## config.mk

```make
export PLATFORM = sky130hd
export DESIGN_NAME = tcd_ctrl
export DESIGN_NICKNAME = d
export VERILOG_FILES = /design/src/rtl/tcd_pkg.sv /design/src/rtl/tcd_matcher.sv /design/src/rtl/tcd_ctrl.sv
export SDC_FILE = /design/constraint.sdc
export NUM_CORES = 1
export LEC_CHECK = 0
export ABC_CLOCK_PERIOD_IN_PS = 3400
export BUFFER_PORTS_ARGS = -buffer_cell sky130_fd_sc_hd__buf_2
export CORE_ASPECT_RATIO = 0.75
export CORE_UTILIZATION = 54
export CTS_CLUSTER_DIAMETER = 120
export DETAILED_ROUTE_END_ITERATION = 16
export PLACE_DENSITY = 0.8
export SLEW_MARGIN = 20
export SYNTH_ARGS = -nofsm -noshare
export SYNTH_HDL_FRONTEND = slang
export SYNTH_SLANG_ARGS = --single-unit
```

## constraint.sdc

```tcl
create_clock -name clk -period 3.4 [get_ports clk]
set_clock_uncertainty 0.2 [all_clocks]
set_input_delay 0.34 -clock clk [delete_from_list [all_inputs] [get_ports clk]]
set_output_delay 0.34 -clock clk [all_outputs]
set_load 0.03 [all_outputs]
```

## src/rtl/tcd_pkg.sv

```systemverilog
package tcd_pkg;
  // Command strobes raised by the control side for one cycle
  typedef struct packed {
    logic copyReq;   // register-probe pattern completed
    logic memStart;  // memory-test pattern completed
  } ctlStrobe_t;

  localparam int unsigned PAT_LEN = 8;
endpackage

```

## src/rtl/tcd_matcher.sv

```systemverilog
module tcd_matcher #(
  parameter int unsigned         LEN     = 8,
  parameter logic [8*LEN-1:0]    PATTERN = '0,
  parameter logic [LEN-1:0]      WILD    = '0
) (
  input  logic       clk,
  input  logic       rst_n,
  input  logic       byteValid,
  input  logic [7:0] byteData,
  output logic       complete,
  output logic [7:0] capByte
);
  localparam int unsigned PW = $clog2(LEN);
  localparam logic [7:0] FIRST = PATTERN[8*LEN-1 -: 8];

  logic [PW-1:0] ptrQ;
  logic [7:0]    expByte;
  logic          accept;
  logic          wildHit;

  always_comb begin
    expByte  = PATTERN[8*(LEN-1-int'(ptrQ)) +: 8];
    wildHit  = WILD[ptrQ];
    accept   = byteValid && (wildHit || (byteData == expByte));
    complete = accept && (ptrQ == PW'(LEN-1));
  end

  always_ff @(posedge clk or negedge rst_n) begin
    if (!rst_n) begin
      ptrQ    <= '0;
      capByte <= '0;
    end else if (byteValid) begin
      if (accept && wildHit) capByte <= byteData;
      if (complete)                ptrQ <= '0;
      else if (accept)             ptrQ <= ptrQ + PW'(1);
      else if (byteData == FIRST)  ptrQ <= PW'(1);
      else                         ptrQ <= '0;
    end
  end


  idle_hold_chk: assert property (@(posedge clk) disable iff (!rst_n)
    !byteValid |=> $stable(ptrQ));


  restart_chk: assert property (@(posedge clk) disable iff (!rst_n)
    complete |=> (ptrQ == '0));
endmodule

```

## src/rtl/tcd_ctrl.sv

```systemverilog
module tcd_ctrl
  import tcd_pkg::*;
(
  input  logic       clk,
  input  logic       rst_n,
  input  logic       byteValid,
  input  logic [7:0] byteData,
  output ctlStrobe_t strobe,
  output logic [7:0] selByte
);
  localparam int unsigned NPAT    = 2;
  localparam int unsigned REG_PAT = 0;
  localparam int unsigned MEM_PAT = 1;

  localparam logic [8*PAT_LEN-1:0] PATS [NPAT] = '{
    64'h5370_EE00_0000_0000,
    64'h4DEA_6D54_0000_0000
  };
  // bit i marks byte i (first byte = bit 0) as "any value"
  localparam logic [PAT_LEN-1:0] WILDS [NPAT] = '{8'b0000_1000, 8'b0000_0000};

  logic       doneArr [NPAT];
  logic [7:0] capArr  [NPAT];

  for (genvar g = 0; g < NPAT; g++) begin : g_pat
    tcd_matcher #(
      .LEN    (PAT_LEN),
      .PATTERN(PATS[g]),
      .WILD   (WILDS[g])
    ) u_match (
      .clk      (clk),
      .rst_n    (rst_n),
      .byteValid(byteValid),
      .byteData (byteData),
      .complete (doneArr[g]),
      .capByte  (capArr[g])
    );
  end

  always_comb begin
    strobe.copyReq  = doneArr[REG_PAT];
    strobe.memStart = doneArr[MEM_PAT];
    selByte         = capArr[REG_PAT];
  end


  excl_chk: assert property (@(posedge clk) disable iff (!rst_n)
    !(strobe.copyReq && strobe.memStart));
endmodule

```

==> flow_summary.json <==
{
  "status": "completed",
  "start_util_pct": 60.9,
  "drc_errors": 0,
  "fin_crit_ns": 3.20,
  "crit_arrival_ns": 2.66,
  "io_buffers": 20,
  "core_region_area_mm2": 0.00184,
  "hold_end": "g_pat[0].u_match.capByte[6]",
  "synth_edf_count": 0,
  "regArea_um2": 350,
  "min-delay-start": "byteData[6]",
  "async_flop_share_pct": 100,
  "crit_buf_inv": 2,
  "synth_seq_cells": 14,
  "diodes": 0,
  "tns_ns": 0,
  "gp_congestion": 0.885,
  "grt_max_degree": 15,
  "synth_nets": 139,
  "grt_use_total_pct": 25.1,
  "final_max_slew_viol_count": 0,
  "synth-seq-area-share_pct": 31.3,
  "min_period_over_period_pct": 94.2,
  "yosys_warnings": 0,
  "antenna_left": 0,
  "first_global_vias": 914,
  "max_slew.worst_pin.slew_ns": 0.662,
  "cts_buffers": 3,
  "ys_types": 40,
  "clock_sinks": 14,
  "peakVddDrop_mv": 0.278,
  "io_pins": 21,
  "slew-limit-headroom_pct": 54.7,
  "cts_root_buf": "clkbuf_4",
  "crit_path_end_kind": "output pin",
  "hold_viol_final": 0,
  "preCtsSetupSlack_ns": 0.565,
  "fillers": 143,
  "drive_gt1_share_pct": 25.4,
  "setup_viol": 0,
  "routed_wl_um": 2560,
  "power_uw": 317,
  "cap_viol_max_count": 0,
  "timing.rr.start": "g_pat[0].u_match.ptrQ[1]",
  "nNetsFinal": 160,
  "cpMaxStageDelayCell": "a2111oi_0",
  "finalInstanceArea_mm2": 0.00126,
  "reg2reg_to": "g_pat[0].u_match.ptrQ[2]",
  "rows": 13,
  "r2r_cells": 7,
  "ys_dominant_reg_cell": "dfrtp_1",
  "start_kind": "register",
  "clkTransAtPathRegs_ns": 0.08,
  "worst_hold_path_type": "input pin to register",
  "cp_top_family": "compound AO/OA/AOI/OAI gates",
  "area.growth.synth_to_final_pct": 12.8,
  "crit_chain": "inv_1, ha_1, nor4bb_1, a22oi_1, a2111oi_0, a21oi_1, nor2b_1, buf_2",
  "wire_per_inst_um": 16.4,
  "cts_resized": 0,
  "cts_tree": "done",
  "antenna_found_initial": 0,
  "crit_path_max_incr_delay_ns": 0.60,
  "fp.dieArea_mm2": 0.00226,
  "grt_first_pass_wirelength_um": 4150,
  "multi_input_area_um2": 696,
  "crit_fanout": 5,
  "utilization_pct": 68.6,
  "syn_area_per_cell_um2": 9.81,
  "syn_area_mm2": 0.00112,
  "vias": 963,
  "grt-ovfl-total": 0,
  "power_density_mw_per_mm2": 251,
  "viasPerCell": 6.17,
  "post-route-worst-setup-slack_ns": 0.197,
  "die_x_um": 54.6,
  "max_freq_ghz": 0.312,
  "worstPathRequired_ns": 2.86,
  "cts_buffer_depth": 2,
  "rsz0062_at_grt": "false",
  "syn_inst": 114,
  "hold_depth": 2,
  "critical_path_class": "register to output pin",
  "drt_pass1_iterations": 5,
  "hpwl_um": 1960,
  "die_y_um": 41.4,
  "first_iter_violations": 29,
  "placed_area_mm2": 0.00121,
  "worstSkewPairLatency_ns": 0.27,
  "r2r_setup_slack_ns": 0.72,
  "p_leak_nw": 0.611,
  "htreeDepth": 1
}
## worst max path at each step
stage,start,to,cells past startpoint
floorplan,g_pat[1].u_match.ptrQ[0],strobe[0],6
global placement,g_pat[1].u_match.ptrQ[0],strobe[0],7
detailed placement,g_pat[0].u_match.ptrQ[1],strobe[1],8
CTS,g_pat[0].u_match.ptrQ[1],strobe[1],8
global route,g_pat[0].u_match.ptrQ[1],strobe[1],8
finish,g_pat[0].u_match.ptrQ[1],strobe[1],8
## placed cells by master, fill, tap and decap left out, types with 2 or more instances in the layout
master | netlist | layout
buf_2 | 1 | 20
ha_1 | 14 | 14
dfrtp_1 | 14 | 14
inv_1 | 11 | 11
mux2_2 | 8 | 8
nand2_1 | 7 | 7
nor2_1 | 6 | 6
o21ai_0 | 5 | 5
nand2b_1 | 4 | 4
xnor2_1 | 4 | 4
a22oi_1 | 3 | 3
o32ai_1 | 3 | 3
clkbuf_4 | 0 | 3
nand4_1 | 2 | 2
o21bai_1 | 2 | 2
and4b_1 | 2 | 2
a21oi_1 | 2 | 2
## metal layers
layer	GRT usage (%)	vias up	wire length (µm)
met5	0	-	0
met4	8.72	0	14
met3	1.83	2	210
met2	38.8	45	1210
met1	36.6	466	1120
li1	-	450	-
## timing repair
action	4_1_cts	5_1_grt
hold buffers	1	0
buffers inserted	0	0
hold endpoints to repair	14	0
## cell families after synthesis
kind of cell / Yosys count / synth area share, %
XOR/XNOR: 5 / 3.91
AND/OR/NAND/NOR: 33 / 17.2
multiplexers: 8 / 8.05
adder cells (fa/ha/maj): 14 / 15.7
buffers and inverters: 16 / 6.49
flip-flops: 14 / 31.3
AO/OA/AOI/OAI: 24 / 17.3
## where the power goes
part | internal [mW] | leakage (nW) | switching, mW
clock | 0.0650 | 0.0210 | 0.0486
sequential | 0.167 | 0.196 | 0.000244
combinational | 0.0134 | 0.394 | 0.0234
## through the flow
stage	hold WS, ns	std cells
after CTS	0.187	156
after global routing	0.197	156
after floorplan	-0.156	114
after detailed placement	0.0420	151
after global placement	0.0381	151
final	0.206	156
## sequential cells by signal, summed over array words and instances (netlist names)
register and flops:
g_pat.u_match.capByte 8, g_pat.u_match.ptrQ 6
## layout make-up
cell class	count	area share [%]
Sequential cell	14	27.8
Inverter	11	3.27
Clock buffer	4	2.88
Timing Repair Buffer	21	8.73
Multi-Input combinational cell	84	55.2
Tap cell	22	2.18
## worst reg2reg max path: cells and delay by family, from the launching register on
| family | cells | cell delay [ns] |
|---|---|---|
| buffers and inverters | 1 | 0.09 |
| and+or+nand+nor | 1 | 0.31 |
| adders and majority gates | 1 | 0.35 |
| AOI/OAI and AO/OA | 4 | 1.21 |
| DFF | 1 | 0.42 |
## cell usage after synthesis (2+ instances only)
master | n | area share [%]
dfrtp_1 | 14 | 31
ha_1 | 14 | 16
inv_1 | 11 | 3.7
mux2_2 | 8 | 8.1
nand2_1 | 7 | 2.3
nor2_1 | 6 | 2.0
o21ai_0 | 5 | 2.2
nand2b_1 | 4 | 2.2
xnor2_1 | 4 | 3.1
a22oi_1 | 3 | 2.0
buf_4 | 3 | 2.0
o32ai_1 | 3 | 2.3
a21oi_1 | 2 | 0.89
and4b_1 | 2 | 1.8
nand4_1 | 2 | 1.1
o21bai_1 | 2 | 1.3
Note: power is estimated with default switching activity, not from simulation.
